### src/rtl/nvm_cmd_sequencer.sv
module nvm_cmd_sequencer #(
  parameter int AW        = 20,
  parameter int SEC_BITS  = 12,
  parameter int BLK_BITS  = 16,
  parameter int TO_PROG   = 5000,
  parameter int TO_SECBLK = 6250000,
  parameter int TO_CHIP   = 25000000
) (
  input  logic          clk,
  input  logic          rst_n,
  input  logic          req_valid,
  output logic          req_ready,
  input  logic [1:0]    req_op,
  input  logic [AW-1:0] req_addr,
  input  logic [7:0]    req_data,
  output logic          bus_wr,
  output logic          bus_rd,
  output logic [AW-1:0] bus_addr,
  output logic [7:0]    bus_wdata,
  input  logic [7:0]    bus_rdata,
  output logic          done,
  output logic          err
);
  localparam int MAX_A = (TO_PROG > TO_SECBLK) ? TO_PROG : TO_SECBLK;
  localparam int MAX_TO = (MAX_A > TO_CHIP) ? MAX_A : TO_CHIP;
  localparam int TW = $clog2(MAX_TO + 1) + 1;
  localparam logic [AW-1:0] ADR_HI = AW'(15'h5555);
  localparam logic [AW-1:0] ADR_LO = AW'(15'h2AAA);

  typedef enum logic [1:0] {S_IDLE, S_WR, S_RD, S_CAP} st_t;

  st_t           st;
  logic [1:0]    op_q;
  logic [AW-1:0] addr_q;
  logic [7:0]    data_q;
  logic [2:0]    step;
  logic [TW-1:0] tmr;
  logic [2:0]    run;
  logic          prev6;
  logic          done_q, err_q;

  logic [AW-1:0] fin_addr, wr_addr;
  logic [7:0]    fin_data, wr_data;
  logic [TW-1:0] lim;
  logic [2:0]    run_nxt;

  wire is_prog   = (op_q == 2'd0);
  wire [2:0] last_step = is_prog ? 3'd3 : 3'd5;
  wire b6        = bus_rdata[6];
  wire complete  = (run_nxt == 3'd4);
  wire expire    = (tmr >= lim);

  assign req_ready = (st == S_IDLE);
  assign bus_wr    = (st == S_WR);
  assign bus_rd    = (st == S_RD);
  assign bus_addr  = (st == S_WR) ? wr_addr : fin_addr;
  assign bus_wdata = wr_data;
  assign done      = done_q;
  assign err       = err_q;
  assign run_nxt   = (run == 3'd0) ? 3'd1 : ((b6 == prev6) ? run + 3'd1 : 3'd1);

  always_comb begin
    case (op_q)
      2'd0:    begin fin_addr = addr_q; fin_data = data_q; end
      2'd1:    begin fin_addr = {addr_q[AW-1:SEC_BITS], {SEC_BITS{1'b0}}}; fin_data = 8'h30; end
      2'd2:    begin fin_addr = {addr_q[AW-1:BLK_BITS], {BLK_BITS{1'b0}}}; fin_data = 8'h50; end
      default: begin fin_addr = ADR_HI; fin_data = 8'h10; end
    endcase
  end

  always_comb begin
    case (op_q)
      2'd0:    lim = TW'(TO_PROG);
      2'd3:    lim = TW'(TO_CHIP);
      default: lim = TW'(TO_SECBLK);
    endcase
  end

  always_comb begin
    case (step)
      3'd0:    begin wr_addr = ADR_HI; wr_data = 8'hAA; end
      3'd1:    begin wr_addr = ADR_LO; wr_data = 8'h55; end
      3'd2:    begin wr_addr = ADR_HI; wr_data = is_prog ? 8'hA0 : 8'h80; end
      3'd3:    begin wr_addr = is_prog ? fin_addr : ADR_HI; wr_data = is_prog ? fin_data : 8'hAA; end
      3'd4:    begin wr_addr = ADR_LO; wr_data = 8'h55; end
      default: begin wr_addr = fin_addr; wr_data = fin_data; end
    endcase
  end

  always_ff @(posedge clk or negedge rst_n) begin
    if (!rst_n) begin
      st     <= S_IDLE;
      op_q   <= '0;
      addr_q <= '0;
      data_q <= '0;
      step   <= '0;
      tmr    <= '0;
      run    <= '0;
      prev6  <= 1'b0;
      done_q <= 1'b0;
      err_q  <= 1'b0;
    end else begin
      done_q <= 1'b0;
      err_q  <= 1'b0;
      case (st)
        S_IDLE: if (req_valid) begin
          op_q   <= req_op;
          addr_q <= req_addr;
          data_q <= req_data;
          step   <= '0;
          st     <= S_WR;
        end
        S_WR: if (step == last_step) begin
          tmr <= '0;
          run <= '0;
          st  <= S_RD;
        end else begin
          step <= step + 3'd1;
        end
        S_RD: begin
          tmr <= tmr + TW'(1);
          st  <= S_CAP;
        end
        default: begin
          tmr   <= tmr + TW'(1);
          run   <= run_nxt;
          prev6 <= b6;
          if (complete) begin
            done_q <= 1'b1;
            st     <= S_IDLE;
          end else if (expire) begin
            done_q <= 1'b1;
            err_q  <= 1'b1;
            st     <= S_IDLE;
          end else begin
            st <= S_RD;
          end
        end
      endcase
    end
  end
endmodule


### config.mk
export PLATFORM = sky130hd
export DESIGN_NAME = nvm_cmd_sequencer
export DESIGN_NICKNAME = d
export VERILOG_FILES = /design/src/rtl/nvm_cmd_sequencer.sv
export SDC_FILE = /design/constraint.sdc
export NUM_CORES = 1
export LEC_CHECK = 0
export ABC_AREA = 1
export BUFFER_PORTS_ARGS = -buffer_cell sky130_fd_sc_hd__buf_2
export CAP_MARGIN = 20
export CORE_MARGIN = 8
export CORE_UTILIZATION = 57
export DETAILED_ROUTE_END_ITERATION = 6
export MAX_ROUTING_LAYER = met4
export PLACE_DENSITY = 0.83
export SYNTH_ARGS = -nofsm -noshare
export SYNTH_HDL_FRONTEND = slang
export SYNTH_SLANG_ARGS = --single-unit
### constraint.sdc
create_clock -name clk -period 2.7 [get_ports clk]
set_input_delay 0.405 -clock clk [delete_from_list [all_inputs] [get_ports clk]]
set_output_delay 0.405 -clock clk [all_outputs]
set_load 0.05 [all_outputs]
Word level (Yosys, flattened, before mapping):

Cells that the tools add are included.

* output and inout bits: 33
* flip-flop bits (word level): 67
* word-level logic and storage cells: 74
* input bits: 41

* magnitude comparators: 1
* multiplexer cells: 29
* reduce and logical (&&, ||, !) cells: 14
* bitwise gates (word level): 2
* add/sub/neg operators: 3
* equal/unequal tests: 15

Operators with widths (count)
* $pmux 20 s3: 2
* $pmux 26 s2: 1
* $pmux 25 s2: 1
* $mux 20: 2
* $pmux 8 s4: 1
* $add 26x1->26 const B: 1
* $ge 26x26->1: 1
* $mux 26: 1
* $pmux 8 s3: 1
* $mux 3: 6
* $pmux 3 s2: 2
* $mux 2: 4
* $mux 8: 1
* $reduce_and 2->1: 4
* $add 3x1->3 const B: 2
* $eq 2x2->1 const B: 3
* $eq 3x2->1 const B: 2
* $eq 3x3->1 const B: 2
* $logic_not 3->1: 2
* $mux 6: 1
* $pmux 2 s3: 1
* $reduce_or 2->1: 3
* $mux 1: 5
* $eq 2x1->1 const B: 2
* 10 further kinds: 13

Depth between registers and ports, before layout:

* word-level depth: 6
* mapped depth: 17
* depth with buffers taken out: 15

Least setup slack after synthesis:

No wires, ideal clock.

* kind: flip-flop to output port
* start: reg st[1]
* end: out bus_addr[11]
* cell stages (with the launch flop): 7
* path buffers: 1
* path slack: -0.233 ns
* data required time: 2.295 ns
* arrival: 2.528 ns
* path through: dfrtp_1 -> inv_1 -> ha_1 -> buf_2 -> nand2_1 -> nor2_1 -> o21ai_0

* longest elaborated chain between the ends: 2

RTL lines
* start: declaration: line 32 `st_t st;`
* start signal: assignment: line 92 `st <= S_IDLE;`
* start signal: assignment: line 111 `st <= S_WR;`
* start signal: assignment: line 116 `st <= S_RD;`
* $eq 2x1->1
* via bus_wr: line 16 `output logic bus_wr,`
* $mux 20: line 56 `assign bus_addr = (st == S_WR) ? wr_addr : fin_addr;`
* end: declaration: line 18 `output logic [AW-1:0] bus_addr,`

The timed path passes the listed nets, and every way through them passes these cells.

Worst setup path after layout:

* start: reg step[1]
* end: out bus_addr[18]

* longest elaborated chain between the ends: 4
* elaborated cells on any way between the ends: 9
* classes of those cells: eq/ne: 4; mux: 2; reduce/logical: 3

RTL lines
* start: declaration: line 36 `logic [2:0] step;`
* start signal: assignment: line 118 `step <= step + 3'd1;`
* $eq 3x3->1 (tied with other cells): line 80 `case (step)`
* $reduce_or 2->1 (no source line)
* $pmux 20 s3 *: line 80
* $mux 20 *: line 56

Every way passes the cells marked *; elsewhere a longest branch is shown, timed or not.

==> impl_summary.md <==
Clock network
The clock-pin slew on the worst setup and hold paths is 0.08 ns. The maximum root-to-sink buffer count is 2. At the later pin of the worst-skew pair, clock insertion delay measures 0.36 ns.

Buffers inserted during clock tree synthesis total 9. In this run the number of H-tree levels came out at 3. In this run the clock root is driven by a sky130_fd_sc_hd__clkbuf_8. The TritonCTS clock tree is yes.

The tree built by TritonCTS fans out to 67 sinks.

Setup path
The endpoint type of the worst setup path is an output port. Traced cell by cell, the critical path runs through buf_6 -> ha_4 -> nand2_2 -> nand2_2 -> inv_2 -> nand2_2 -> nor2_4 -> inv_2 -> nand2_4 -> nand2_4 -> inv_4 -> nand2_4 -> nand2_4 -> a21oi_4 -> nor2_2 -> buf_6. The family with the most delay on the worst path is simple AND/OR/NAND/NOR gates. The buffering stage count on the worst path with inverters included is 5. The register-to-register setup slack is 0.18 ns. Data arrives at the worst endpoint at around 2.3 ns. In this run the critical register-to-register path is launched from op_q[0].

The longest individual stage delay on the worst path is 0.41 ns. The beginning of the critical path is step[1]. The worst setup path is launched from a register. The total stage count of the critical path is 16.

The most common cell type on the critical path is sky130_fd_sc_hd__nand2_4. The endpoint of the worst-slack reg-to-reg timing path is tmr[6]. The slowest stage of the critical path belongs to the cell sky130_fd_sc_hd__dfrtp_1. Measured in cells, the most critical reg-to-reg path has a length of 11. STA puts the critical path data required time at around 2.3 ns. The type of the worst setup path is reg2out. Of all nets on the critical path, the largest fanout is 4.

Yosys
Of the synthesized area, sequential elements account for 0.370. The most used flip-flop cell after synthesis is sky130_fd_sc_hd__dfrtp_1. After synthesis, the share of flip-flops with an asynchronous set or reset is 1.00.

Of the total synthesized cell area, the portion taken by XOR and XNOR cells is 0.0154. The share of synthesized cell area in full adder, half adder and majority cells is 0.0855. Synthesis inferred 67 register bits. The synthesized netlist contains 44 unique library cells.

The gate count of the mapped netlist is 588. Of the total synthesized cell area, the portion taken by AND, OR, NAND and NOR gates is 0.285. A synthesized cell averages 7.72 um2. The cell area that synthesis handed to floorplanning was between 4000 and 5000 um2. The combinational family with the most area after synthesis is simple AND/OR/NAND/NOR gates.

Yosys mapped a number of flops with a built-in enable equal to 0. The mux share of post-synthesis cell area is 0.0720. The number of nets handed over by synthesis was 660. The synthesized-area fraction occupied by ao, oa, aoi and oai cells is 0.0993. The yosys synthesis warning count is 0.

Routing
The number of DRC markers after the initial detailed-route iteration is 301. In this run the remaining antenna-violating nets after routing total 0. For this block, the via count after detailed routing is between 4000 and 5000. The number of remaining DRC errors is 0. Using the TritonRoute via totals, the vias-per-cell ratio works out to 5.60. The number of search-and-repair iterations in the first detailed-routing pass is 5. For this block, the routed nets add up to ~13000 um of wire. Dividing the detail-routed wire length by the instance count gives ~16 um.

Die
The horizontal die dimension is approximately 110 um. The die covers roughly 11000 um2. The floorplan step set the die height to 105 um. The placeable core area is a little under 8000 um2. In this run the count of I/O pins placed on the die edge is 74. Row generation in the floorplan step produced 32 rows.

The starting density of the core is 0.587.

Layout
The final standard cell count with taps included and fillers excluded is 782. The share of cells above drive strength 1 is 0.271. Compared with the post-synthesis result, the final layout area differs by 20.2%. Fill cells in the final layout number 555. The final net count is 746.

STA
The actual transition at the worst max-transition pin is 0.494 ns. The number of pins with negative max-slew slack in the final report was 0. After layout, the minimum clock period comes to 2.67 ns. The final number of hold-violating endpoints was 0. The worst hold slack is ~0.27 ns. The highest clock frequency the design can meet is 375 MHz. The portion of the clock cycle consumed by the worst path in the final layout is 0.988. The worst path meets setup with 0.0332 ns of slack.

The worst-case headroom to the max-slew limit is 0.668. The largest clock skew in the final design is ~0.0098 ns. The final setup violation count is 0.

Placement
The routability congestion estimate from global placement is around 0.9. The setup slack at placement is 0.222 ns. Including well taps, the total number of placed cells is approximately 750. The quantity of I/O buffers inserted on ports is 66.

The HPWL after detailed placement is between 9000 and 10000 um.

Hold path
The count of cells along the worst hold path is 2. The type of the worst min-delay path is in2reg. The startpoint identified for the worst hold timing path is req_addr[9]. The worst hold path endpoint is addr_q[9].

Pwr
The peak supply drop is 0.00200 V. Summing internal, switching and leakage power gives 7.13 mW. The internal portion of total power is 3.21 mW. The reported net switching power is 3.91 mW. The sequential cell fraction of total power is 0.225.

Of the total power, the clock network draws 0.121. Of the total power, the share spent switching nets is 0.549. The total power density per cell area is between 1000 and 1500 nW/um2. The share of total power dissipated in combinational logic is 0.655. The reported leakage power is between 2 and 3 nW.

Global route
The global-route usage over all layers is 0.228. The first global-routing pass estimated ~20000 um of wire. Entering global routing, the biggest net connects 35 pins. The number of global-route vias before repair is 4406. The initial antenna violation count is 1.

The total overflow left after global routing is 0.

Job
The count of max-cap constraint violations is 0.

Status
The flow ran to the end, and the final reports show no timing, DRC or antenna violations.
-- registers in the layout (all words and copies together), names as in the netlist --
name,count
data_q,8
err,1
step,3
op_q,2
tmr,26
done,1
run,3
prev6,1
st,2
addr_q,20
-- routing by layer --
metal / vias up / global-route usage / routed length, um
met4: 0 / 0.122 / 453
met1: 2086 / 0.257 / 5160
li1: 2096 / - / -
met2: 161 / 0.382 / 6550
met3: 38 / 0.0329 / 577
met5: - / - / 0
-- cells in the final DEF (no fill, tap or decap), types with 17 or more instances in the layout --
master / Yosys / final
sky130_fd_sc_hd__a21oi_1: 17 / 17
sky130_fd_sc_hd__nor2_1: 61 / 57
sky130_fd_sc_hd__mux2_2: 29 / 29
sky130_fd_sc_hd__buf_4: 1 / 21
sky130_fd_sc_hd__o21ai_0: 35 / 28
sky130_fd_sc_hd__ha_1: 31 / 25
sky130_fd_sc_hd__nand3_1: 34 / 34
sky130_fd_sc_hd__inv_1: 60 / 56
sky130_fd_sc_hd__dfrtp_1: 67 / 67
sky130_fd_sc_hd__buf_2: 4 / 58
sky130_fd_sc_hd__nand2_1: 145 / 143
-- synthesized netlist by cell type (all sizes together), types with 4 or more instances --
cell type | n | area share
clkbuf | 5 | 0.0041
ha | 31 | 0.085
mux2 | 29 | 0.072
xor2 | 4 | 0.0077
dfrtp | 67 | 0.37
xnor2 | 4 | 0.0077
inv | 68 | 0.056
nand3 | 35 | 0.040
buf | 9 | 0.011
nor2 | 65 | 0.059
o31ai | 4 | 0.0066
nand2 | 157 | 0.14
a21oi | 19 | 0.023
nor3 | 15 | 0.018
nand4 | 11 | 0.015
o21ai | 44 | 0.050
-- power by group through the flow --
stage / clock network, mW / registers [mW] / logic [mW]
3_5_place_dp: 0 / 1.62 / 4.18
2_1_floorplan: 0 / 1.54 / 3.27
4_1_cts: 0.864 / 1.59 / 4.31
3_3_place_gp: 0 / 1.59 / 4.08
6_report: 0.859 / 1.60 / 4.66
5_1_grt: 0.898 / 1.65 / 4.97
-- metrics by stage --
| step | setup TNS [ns] | area (um2) | utilization |
|---|---|---|---|
| after global routing | -0.101 | 5450 | 0.706 |
| after detailed placement | 0 | 5000 | 0.647 |
| final | 0 | 5450 | 0.706 |
| after CTS | 0 | 5270 | 0.682 |
| after global placement | 0 | 5000 | 0.647 |
| after floorplan | -1.40 | 4540 | - |
-- cell type report --
class                           instances  area, um2  area share
Multi-Input combinational cell        438       2620       0.480
Tap cell                              102        128      0.0234
Sequential cell                        67       1680       0.307
Timing Repair Buffer                   89        564       0.103
Antenna cell                            1       2.50    0.000459
Clock buffer                           10        128      0.0234
Clock inverter                          6       66.3      0.0122
Inverter                               69        270      0.0496
-- timing repair --
action / 4_1_cts / 5_1_grt
pin swaps: 0 / 7
endpoints found under the hold margin: 3 / 0
cloned: 0 / 0
setup buffers: 4 / 8
resized for setup: 13 / 31
hold buffers: 1 / 0
setup endpoints to repair: 16 / 33
-- cell families (layout without fill, tap and decap cells) --
family / after synthesis / after routing
xor gates and xnor gates: 8 / 8
other: 0 / 1
DFF: 67 / 67
and+or+nand+nor: 291 / 291
muxes: 29 / 29
AOI/OAI and AO/OA: 79 / 79
adders and majority gates: 31 / 31
buffers and inverters: 83 / 174
-- how the worst max path moves through the flow --
| stage | endpoint |
|---|---|
| 4_1_cts | bus_addr[19] |
| 6_report | bus_addr[18] |
| 3_5_place_dp | bus_addr[18] |
| 5_1_grt | tmr[19] |
| 3_3_place_gp | bus_addr[13] |
| 2_1_floorplan | bus_addr[11] |
Power figures use the tool's default switching activity.
